`config.mk`:
```
export PLATFORM = sky130hd
export DESIGN_NAME = oqpsk_lut_mod
export DESIGN_NICKNAME = d
export VERILOG_FILES = /design/src/rtl/oqpsk_lut_pkg.sv /design/src/rtl/oqpsk_sym_timing.sv /design/src/rtl/oqpsk_rail_hist.sv /design/src/rtl/oqpsk_shape_rom.sv /design/src/rtl/oqpsk_lut_mod.sv
export SDC_FILE = /design/constraint.sdc
export NUM_CORES = 1
export LEC_CHECK = 0
export BUFFER_PORTS_ARGS = -buffer_cell sky130_fd_sc_hd__buf_2
export CAP_MARGIN = 20
export CORE_UTILIZATION = 30
export CTS_BUF_LIST = sky130_fd_sc_hd__clkbuf_4 sky130_fd_sc_hd__clkbuf_8 sky130_fd_sc_hd__clkbuf_16
export DETAILED_ROUTE_END_ITERATION = 12
export PLACE_DENSITY_LB_ADDON = 0.1
export SYNTH_ARGS = -nofsm -noshare
export SYNTH_HDL_FRONTEND = slang
export SYNTH_SLANG_ARGS = --single-unit
```
`constraint.sdc`:
```
create_clock -name clk -period 3.1 [get_ports clk]
set_input_delay 0.465 -clock clk [delete_from_list [all_inputs] [get_ports clk]]
set_output_delay 0.465 -clock clk [all_outputs]
set_load 0.1 [all_outputs]
```
`src/rtl/oqpsk_lut_pkg.sv`:
```
package oqpsk_lut_pkg;

   // Tap k of pulse shape s: amp * min(k+1, len-k, len >> (s+1)).
   function automatic int pulse_tap(input int shape, input int k, input int len, input int amp);
      int m;
      int cap;
      m = k + 1;
      if (len - k < m) m = len - k;
      cap = len >> (shape + 1);
      if (cap < m) m = cap;
      return amp * m;
   endfunction

   // Table word for address {shape, history, phase}: signed sum of shaped bits.
   function automatic int table_entry(input int addr, input int hist_depth,
                                      input int phase_bits, input int amp);
      int sps;
      int len;
      int ph;
      int hist;
      int shape;
      int acc;
      int t;
      sps   = 1 << phase_bits;
      len   = hist_depth * sps;
      ph    = addr & (sps - 1);
      hist  = (addr >> phase_bits) & ((1 << hist_depth) - 1);
      shape = addr >> (phase_bits + hist_depth);
      acc   = 0;
      for (int j = 0; j < hist_depth; j++) begin
         t = pulse_tap(shape, j * sps + ph, len, amp);
         if (((hist >> j) & 1) != 0) acc = acc - t;
         else                        acc = acc + t;
      end
      return acc;
   endfunction

   // Largest magnitude any table word can reach, over all shapes and phases.
   function automatic int peak_sum(input int hist_depth, input int phase_bits,
                                   input int shape_bits, input int amp);
      int sps;
      int len;
      int best;
      int acc;
      sps  = 1 << phase_bits;
      len  = hist_depth * sps;
      best = 0;
      for (int s = 0; s < (1 << shape_bits); s++) begin
         for (int ph = 0; ph < sps; ph++) begin
            acc = 0;
            for (int j = 0; j < hist_depth; j++) acc = acc + pulse_tap(s, j * sps + ph, len, amp);
            if (acc > best) best = acc;
         end
      end
      return best;
   endfunction

endpackage

```
`src/rtl/oqpsk_sym_timing.sv`:
```
module oqpsk_sym_timing #(
   parameter int PHASE_BITS = 2,
   parameter int SHAPE_BITS = 1
) (
   input  logic                  clk,
   input  logic                  rst_n,
   input  logic                  sym_valid,
   input  logic                  sym_i,
   input  logic                  sym_q,
   input  logic [SHAPE_BITS-1:0] shape_sel,
   input  logic                  last_i,
   input  logic                  last_q,
   output logic                  ready,
   output logic                  adv_i,
   output logic                  adv_q,
   output logic                  bit_in_i,
   output logic                  bit_in_q,
   output logic [PHASE_BITS-1:0] phase_i,
   output logic [PHASE_BITS-1:0] phase_q,
   output logic [SHAPE_BITS-1:0] shape_i,
   output logic [SHAPE_BITS-1:0] shape_q,
   output logic                  underrun
);
   localparam int SPS = 1 << PHASE_BITS;
   localparam logic [PHASE_BITS-1:0] LAST_PH = PHASE_BITS'(SPS - 1);
   localparam logic [PHASE_BITS-1:0] Q_BND   = PHASE_BITS'(SPS / 2 - 1);
   localparam logic [PHASE_BITS-1:0] Q_OFS   = PHASE_BITS'(SPS / 2);

   logic [PHASE_BITS-1:0] phase_r;
   logic                  pend_q;

   assign ready    = (phase_r == LAST_PH);
   assign adv_i    = ready;
   assign adv_q    = (phase_r == Q_BND);
   assign bit_in_i = sym_valid ? sym_i : last_i;
   assign bit_in_q = pend_q;
   assign phase_i  = phase_r;
   assign phase_q  = phase_r + Q_OFS;

   always_ff @(posedge clk or negedge rst_n) begin
      if (!rst_n) begin
         phase_r  <= '0;
         pend_q   <= 1'b0;
         shape_i  <= '0;
         shape_q  <= '0;
         underrun <= 1'b0;
      end else begin
         phase_r  <= phase_r + 1'b1;
         underrun <= ready & ~sym_valid;
         if (ready) begin
            pend_q  <= sym_valid ? sym_q : last_q;
            shape_i <= shape_sel;
         end
         if (adv_q) shape_q <= shape_i;
      end
   end
endmodule

```
`src/rtl/oqpsk_rail_hist.sv`:
```
module oqpsk_rail_hist #(
   parameter int N = 4
) (
   input  logic         clk,
   input  logic         rst_n,
   input  logic         adv,
   input  logic         bit_in,
   output logic [N-1:0] hist
);
   if (N == 1) begin : g_single
      always_ff @(posedge clk or negedge rst_n) begin
         if (!rst_n)   hist <= '0;
         else if (adv) hist <= bit_in;
      end
   end else begin : g_chain
      always_ff @(posedge clk or negedge rst_n) begin
         if (!rst_n)   hist <= '0;
         else if (adv) hist <= {hist[N-2:0], bit_in};
      end
   end
endmodule

```
`src/rtl/oqpsk_shape_rom.sv`:
```
module oqpsk_shape_rom
   import oqpsk_lut_pkg::*;
#(
   parameter int N          = 4,
   parameter int PHASE_BITS = 2,
   parameter int SHAPE_BITS = 1,
   parameter int W          = 10,
   parameter int AMP        = 24,
   parameter int RST_ADDR   = 0
) (
   input  logic                  clk,
   input  logic                  rst_n,
   input  logic [SHAPE_BITS-1:0] shape,
   input  logic [N-1:0]          hist,
   input  logic [PHASE_BITS-1:0] phase,
   output logic signed [W-1:0]   sample
);
   localparam int AW      = SHAPE_BITS + N + PHASE_BITS;
   localparam int DEPTH   = 1 << AW;
   localparam int RST_VAL = table_entry(RST_ADDR, N, PHASE_BITS, AMP);

   logic signed [W-1:0] tbl [DEPTH];
   logic [AW-1:0]       addr;

   for (genvar a = 0; a < DEPTH; a++) begin : g_entry
      localparam int VAL = table_entry(a, N, PHASE_BITS, AMP);
      assign tbl[a] = W'(VAL);
   end

   assign addr = {shape, hist, phase};

   always_ff @(posedge clk or negedge rst_n) begin
      if (!rst_n) sample <= W'(RST_VAL);
      else        sample <= tbl[addr];
   end
endmodule

```
`src/rtl/oqpsk_lut_mod.sv`:
```
module oqpsk_lut_mod
   import oqpsk_lut_pkg::*;
#(
   parameter int HIST_DEPTH = 4,
   parameter int PHASE_BITS = 2,
   parameter int SHAPE_BITS = 1,
   parameter int W          = 10,
   parameter int AMP        = 24,
   parameter int MAX_AW     = 8
) (
   input  logic                  clk,
   input  logic                  rst_n,
   input  logic                  sym_valid,
   input  logic                  sym_i_bit,
   input  logic                  sym_q_bit,
   input  logic [SHAPE_BITS-1:0] shape_sel,
   output logic                  sym_ready,
   output logic                  underrun,
   output logic signed [W-1:0]   samp_i,
   output logic signed [W-1:0]   samp_q
);
   localparam int SPS     = 1 << PHASE_BITS;
   localparam int TAP_LEN = HIST_DEPTH * SPS;
   localparam int PEAK    = peak_sum(HIST_DEPTH, PHASE_BITS, SHAPE_BITS, AMP);

   if (HIST_DEPTH + PHASE_BITS + SHAPE_BITS > MAX_AW) begin : g_chk_depth
      $error("sample table exceeds the allowed address width");
   end
   if (PHASE_BITS < 1 || SHAPE_BITS < 1 || HIST_DEPTH < 1) begin : g_chk_min
      $error("phase, shape and history widths must each be at least one");
   end
   if ((TAP_LEN >> (1 << SHAPE_BITS)) < 1) begin : g_chk_cap
      $error("pulse too short for the number of stored shapes");
   end
   if (PEAK > (1 << (W - 1)) - 1) begin : g_chk_range
      $error("table words overflow the sample width");
   end

   logic                  rail_adv   [2];
   logic                  rail_bit   [2];
   logic                  rail_last  [2];
   logic [HIST_DEPTH-1:0] rail_hist  [2];
   logic [PHASE_BITS-1:0] rail_phase [2];
   logic [SHAPE_BITS-1:0] rail_shape [2];
   logic signed [W-1:0]   rail_samp  [2];

   oqpsk_sym_timing #(
      .PHASE_BITS(PHASE_BITS),
      .SHAPE_BITS(SHAPE_BITS)
   ) timing_i (
      .clk      (clk),
      .rst_n    (rst_n),
      .sym_valid(sym_valid),
      .sym_i    (sym_i_bit),
      .sym_q    (sym_q_bit),
      .shape_sel(shape_sel),
      .last_i   (rail_last[0]),
      .last_q   (rail_last[1]),
      .ready    (sym_ready),
      .adv_i    (rail_adv[0]),
      .adv_q    (rail_adv[1]),
      .bit_in_i (rail_bit[0]),
      .bit_in_q (rail_bit[1]),
      .phase_i  (rail_phase[0]),
      .phase_q  (rail_phase[1]),
      .shape_i  (rail_shape[0]),
      .shape_q  (rail_shape[1]),
      .underrun (underrun)
   );

   for (genvar r = 0; r < 2; r++) begin : g_rail
      assign rail_last[r] = rail_hist[r][0];

      oqpsk_rail_hist #(.N(HIST_DEPTH)) hist_i (
         .clk   (clk),
         .rst_n (rst_n),
         .adv   (rail_adv[r]),
         .bit_in(rail_bit[r]),
         .hist  (rail_hist[r])
      );

      oqpsk_shape_rom #(
         .N         (HIST_DEPTH),
         .PHASE_BITS(PHASE_BITS),
         .SHAPE_BITS(SHAPE_BITS),
         .W         (W),
         .AMP       (AMP),
         .RST_ADDR  ((r == 0) ? 0 : SPS / 2)
      ) rom_i (
         .clk   (clk),
         .rst_n (rst_n),
         .shape (rail_shape[r]),
         .hist  (rail_hist[r]),
         .phase (rail_phase[r]),
         .sample(rail_samp[r])
      );
   end

   assign samp_i = rail_samp[0];
   assign samp_q = rail_samp[1];
endmodule

```
==> impl_metrics.env, run 1 <==
export IMPL_status="finished clean"
export IMPL_grt_pass1_wl_mm=8.93
export IMPL_ff_latch_area_um2=711
export IMPL_finalCritPeriodShare_pct=70.3
export IMPL_crit_chain="buf_4, ha_1, buf_2"
export IMPL_critPathKind="flip-flop to output pin"
export IMPL_hpwlAfterDp_mm=3.50
export IMPL_total_power_mw=1.25
export IMPL_worst_clock_skew_ns=0.00160
export IMPL_initial_core_util_pct=31.9
export IMPL_hold_slack_ns=0.187
export IMPL_numCtsBuffers=3
export IMPL_synth_simple_area_share_pct=15.8
export IMPL_startpoint="timing_i.phase_i[1]$_DFF_PN0_"
export IMPL_netlist_top_cells_area="dfrtp_1, dfstp_2, a21oi_1"
export IMPL_synth_top_family_by_area="compound AO/OA/AOI/OAI gates"
export IMPL_drv_cap=0
export IMPL_slew_headroom_pct=37.1
export IMPL_synthXorXnorAreaFrac_pct=3.95
export IMPL_crit_arrival_ns=1.71
export IMPL_rr_worst_depth=7
export IMPL_synth_top_area_share_pct=22.6
export IMPL_avgSynthCellArea_um2=8.05
export IMPL_placement_cell_area_um2=2310
export IMPL_antenna_left=0
export IMPL_synth_compound_area_share_pct=27.6
export IMPL_max_clock_freq_ghz=0.459
export IMPL_grt_pass1_vias=1698
export IMPL_wl_mm=5.43
export IMPL_synth_most_common_cell="a21oi_1"
export IMPL_max_stage_delay_ns=0.46
export IMPL_synth_mux_area_fraction_pct=6.27
export IMPL_grt_ovfl_total=0
export IMPL_clk_pin_slew_ns=0.10
export IMPL_core_area_um2=6940
export IMPL_antenna_found_initial=0
export IMPL_clockRootBuffer="clkbuf_8"
export IMPL_num_io_pins=28
export IMPL_p_leak_nw=0.986
export IMPL_die_area_um2=7730
export IMPL_diodes=0
export IMPL_postCtsHoldBufs=0
export IMPL_drc=0
export IMPL_rsz0062_at_grt="no"
export IMPL_multi_input_area_um2=1310
export IMPL_syn_area_um2=2210
export IMPL_htreeDepth=1
export IMPL_timing_rr_end="g_rail[1].rom_i.sample[8]$_DFF_PN1_"
export IMPL_synth_fa_ha_area_share_pct=4.52
export IMPL_drt_iter0_drc=117
export IMPL_r2r_start="timing_i.phase_i[1]$_DFF_PN0_"
export IMPL_grt_use_total_pct=14.9
export IMPL_cts_path_max_buffers=2
export IMPL_cellPowerDensity_nw_per_um2=529
export IMPL_synth_edff_count=0
export IMPL_fin_nets=287
export IMPL_clk_latency_ns=0.28
export IMPL_ff2ff_setup_slack_ns=0.92
export IMPL_drtPass1Iterations=4
export IMPL_ys_types=52
export IMPL_finalSetupViolations=0
export IMPL_crit_path_max_fanout=27
export IMPL_chipHeight_um=87.9
export IMPL_hold_viol=0
export IMPL_required_ns=2.63
export IMPL_num_vias=1901
export IMPL_port_buffers=21
export IMPL_post_route_cell_area_um2=2370
export IMPL_synth_ff_type="dfrtp_1"
export IMPL_worstMarginPinSlew_ns=0.944
export IMPL_critPathSlowestCell="buf_2"
export IMPL_syn2layout_area_growth_pct=6.89
export IMPL_core_rowCount=30
export IMPL_synth_cells=275
export IMPL_cts_sinks=28
export IMPL_cts_resized=0
export IMPL_post_cts_buffers=0
export IMPL_startpoint_type="flip-flop"
export IMPL_cts_tree="done"
export IMPL_final_fill_count=743
export IMPL_setup_tns_ns=0
export IMPL_gp_congestion=0.741
export IMPL_yosysWarnings=0
export IMPL_die_w_um=87.9
export IMPL_peakVddDrop_v=0.000135
export IMPL_final_layout_size_suffix_gt1_share_pct=18.0
export IMPL_slew_viol_final=0
export IMPL_wl_per_cell_um=14.8
export IMPL_worst_hold_path_type="input port to asynchronous set/reset pin"
export IMPL_ys_seq_area_share_pct=32.1
export IMPL_synth_common_cells="a21oi_1, nor2_1, clkbuf_1, dfrtp_1, nand2_1"
export IMPL_endpoint_kind="output pin"
export IMPL_synthArstFlopShare_pct=100
export IMPL_grt_max_degree=33
export IMPL_viasPerCell=5.17
export IMPL_ys_ff_latch=28
export IMPL_synth_top_cell_by_area="dfrtp_1"
export IMPL_min_period_ns=2.18
## stage by stage
stage          util, %  setup WS, ns  std cells
6_report          34.1         0.922        368
2_1_floorplan        -         0.919        280
3_5_place_dp      33.3         0.960        364
4_1_cts           34.1         0.901        368
5_1_grt           34.1         0.650        368
3_3_place_gp      33.3         0.964        364
## how the worst max path moves through the flow
| stage | to | slack, ns | depth (start not counted) |
|---|---|---|---|
| after global placement | g_rail[0].rom_i.sample[6]$_DFF_PN0_ | 0.96 | 5 |
| after CTS | sym_ready | 0.90 | 3 |
| final | sym_ready | 0.92 | 3 |
| after detailed placement | g_rail[0].rom_i.sample[6]$_DFF_PN0_ | 0.96 | 5 |
| after floorplan | g_rail[1].rom_i.sample[6]$_DFF_PN0_ | 0.92 | 6 |
| after global routing | g_rail[1].rom_i.sample[8]$_DFF_PN1_ | 0.65 | 7 |
## placed cells by master, fill, tap and decap left out, drive strengths merged, types with 3 or more instances in the layout
master   instances
nand2b           7
clkbuf           4
nor3             6
dfrtp           20
a21oi           27
conb             6
a221oi           3
a2111oi          3
a211oi           4
nor2            26
buf             25
o41ai            3
mux2i            6
inv             10
o211ai           4
nand2           20
ha               8
xor2             3
nor2b            6
mux2             7
o21ai           22
o22ai            5
xnor2            7
dfstp            8
## metal layers
metal | wire, um | global-route usage [%] | vias up
li1 | - | - | 962
met2 | 2280 | 21.8 | 38
met5 | 0 | 0 | -
met4 | 63 | 4.47 | 0
met3 | 143 | 1.70 | 5
met1 | 2940 | 22.7 | 896
## worst max-delay path: cells and delay by family (launching register included)
family | cells | cell delay (ns)
adders and majority gates | 1 | 0.30
DFF | 1 | 0.37
buffers and inverters | 2 | 0.75
## registers in the layout (all words and copies together) (netlist names)
register and cells:
timing_i.phase_i 2, timing_i.shape_q 1, timing_i.bit_in_q 1, timing_i.shape_i 1
timing_i.underrun 1, g_rail.hist_i.hist 8, g_rail.rom_i.sample 14
## kinds of logic (layout without fill, tap and decap cells)
family,count (synthesis),count (layout)
other,1,6
multiplexers,13,13
AO/OA/AOI/OAI,94,94
buffers and inverters,47,39
adder cells (fa/ha/maj),8,8
XOR/XNOR,10,10
AND/OR/NAND/NOR,74,74
flip-flops,28,28
## area by class of cell
type                    count  share of cell area [%]
multi-input cells         205                    55.3
flip-flops and latches     28                    30.0
repair buffers             25                    5.71
well taps                  96                    5.07
clock buffers               4                    2.33
inverters                  10                    1.59
## report_power, final
group	switching, mW	internal (mW)
clock	0.120	0.114
sequential	0.0712	0.420
combinational	0.397	0.131
No activity file was read; power rests on OpenSTA's default activity.
==> inputs of run 2 (changes only) <==
clock period = 2.13 ns   (was 3.1 ns; I/O delays follow)
==> impl_metrics.env, run 2 (same netlist as run 1, synthesis figures left out) <==
export IMPL_status="finished clean"
export IMPL_numCtsBuffers=3
export IMPL_fin_nets=305
export IMPL_clk_pin_slew_ns=0.10
export IMPL_fin_util_pct=36.8
export IMPL_final_layout_size_suffix_gt1_share_pct=23.8
export IMPL_critPathSlowestCell="dfrtp_1"
export IMPL_largest_reg_flops=14
export IMPL_drc=0
export IMPL_cts_path_max_buffers=2
export IMPL_diodes=0
export IMPL_die_w_um=87.9
export IMPL_drv_cap=0
export IMPL_cp_top_family="compound AO/OA/AOI/OAI gates"
export IMPL_num_io_pins=28
export IMPL_setup_tns_ns=0
export IMPL_core_area_um2=6940
export IMPL_layout_commonest_cell="a21oi_1"
export IMPL_worst_hold_path_type="input port to asynchronous set/reset pin"
export IMPL_htreeDepth=1
export IMPL_antenna_found_initial=0
export IMPL_slew_viol_final=0
export IMPL_slew_headroom_pct=55.1
export IMPL_grt_pass1_vias=1813
export IMPL_peakVddDrop_v=0.000230
export IMPL_clk_latency_ns=0.29
export IMPL_viasPerCell=5.07
export IMPL_cts_tree="done"
export IMPL_port_buffers=21
export IMPL_grt_max_degree=32
export IMPL_clockRootBuffer="clkbuf_8"
export IMPL_worstMarginPinSlew_ns=0.674
export IMPL_layout_common_cells="a21oi_1, nor2_1, buf_4"
export IMPL_finalSetupViolations=0
export IMPL_antenna_left=0
export IMPL_startpoint_type="flip-flop"
export IMPL_hold_viol=0
export IMPL_chipHeight_um=87.9
export IMPL_hpwlAfterDp_mm=3.89
export IMPL_grt_use_total_pct=15.9
export IMPL_rsz0062_at_grt="no"
export IMPL_core_rowCount=30
export IMPL_grt_ovfl_total=0
export IMPL_syn2layout_area_growth_pct=15.4
export IMPL_crit_path_max_fanout=15
export IMPL_max_clock_freq_ghz=0.506
export IMPL_wl_per_cell_um=14.5
export IMPL_p_leak_nw=1.09
export IMPL_worst_clock_skew_ns=0.00779
export IMPL_cts_sinks=28
export IMPL_rr_worst_depth=6
export IMPL_wl_mm=5.60
export IMPL_gp_congestion=0.820
export IMPL_max_stage_delay_ns=0.42
export IMPL_initial_core_util_pct=31.9
export IMPL_die_area_um2=7730
export IMPL_critPathKind="flip-flop to flip-flop"
export IMPL_top_register="g_rail.rom_i.sample"
export IMPL_num_vias=1958
export IMPL_critPathBufInv=1
export IMPL_endpoint_kind="flip-flop"
export IMPL_crit_arrival_ns=2.18
export IMPL_crit_chain="buf_4, nor2_2, or3b_4, a311o_1, o21bai_1, a221oi_2"
export IMPL_cellPowerDensity_nw_per_um2=768
export IMPL_min_period_ns=1.98
export IMPL_drtPass1Iterations=4
export IMPL_drt_iter0_drc=215
export IMPL_post_cts_buffers=0
export IMPL_grt_pass1_wl_mm=9.60
export IMPL_required_ns=2.33
export IMPL_finalCritPeriodShare_pct=92.8
export IMPL_cp_depth=6
run 2: per-layer routing:
metal	vias up	track usage (%)	part of all wire [%]
met1	912	24.2	51
met4	0	4.77	1.0
met3	4	1.60	4.9
li1	990	-	-
met2	52	23.6	43
met5	-	0	0
run 2: per-stage QoR:
stage	instances	instance area (um2)	hold slack [ns]	power (mW)	setup slack, ns
after CTS	386	2550	0.0855	1.98	0.0589
after global routing	386	2550	0.107	2.07	0.0157
after global placement	382	2480	0.400	1.54	0.182
after floorplan	280	2240	0.0239	1.39	0.00624
final	386	2550	0.0583	1.96	0.153
after detailed placement	382	2480	0.410	1.53	0.127
run 2: power breakdown:
group	leakage, nW	internal (mW)	switching [mW]
Sequential	0.321	0.612	0.0585
Clock	0.0357	0.252	0.186
Combinational	0.731	0.220	0.633
Total	1.09	1.08	0.877
run 2: worst paths after layout:
kind,slack (ns),startpoint,to
worst min-delay path,0.06,rst_n,g_rail[1].rom_i.sample[9]$_DFF_PN0_
min in group clk,0.21,sym_valid,timing_i.underrun$_DFF_PN0_
worst min register to register,0.53,timing_i.bit_in_q$_DFFE_PN0N_,timing_i.bit_in_q$_DFFE_PN0N_
worst max register to register,0.15,timing_i.phase_i[1]$_DFF_PN0_,g_rail[1].rom_i.sample[8]$_DFF_PN1_
worst max-delay path,0.15,timing_i.phase_i[1]$_DFF_PN0_,g_rail[1].rom_i.sample[8]$_DFF_PN1_
max in group asynchronous,1.64,rst_n,timing_i.phase_i[0]$_DFF_PN0_
run 2: final cells by class:
class / instances / area, um2
fill: 738 / 4390
sequential: 28 / 711
multi-input combinational: 205 / 1320
inverter: 10 / 37.5
clock buffer: 3 / 41.3
clock inverter: 1 / 30.0
timing repair buffer: 43 / 298
tap: 96 / 120
run 2: timing repair:
| action | 4_1_cts | 5_1_grt |
|---|---|---|
| setup endpoints to repair | 0 | 1 |
| hold buffers | 0 | 0 |
| resized for setup | 0 | 2 |
run 2: worst register-to-register path, delay by kind of cell (launching register included):
kind                   cells  cell delay [ns]
buffers and inverters      1             0.23
AOI/OAI and AO/OA          3             0.79
and+or+nand+nor            2             0.46
DFF                        1             0.42
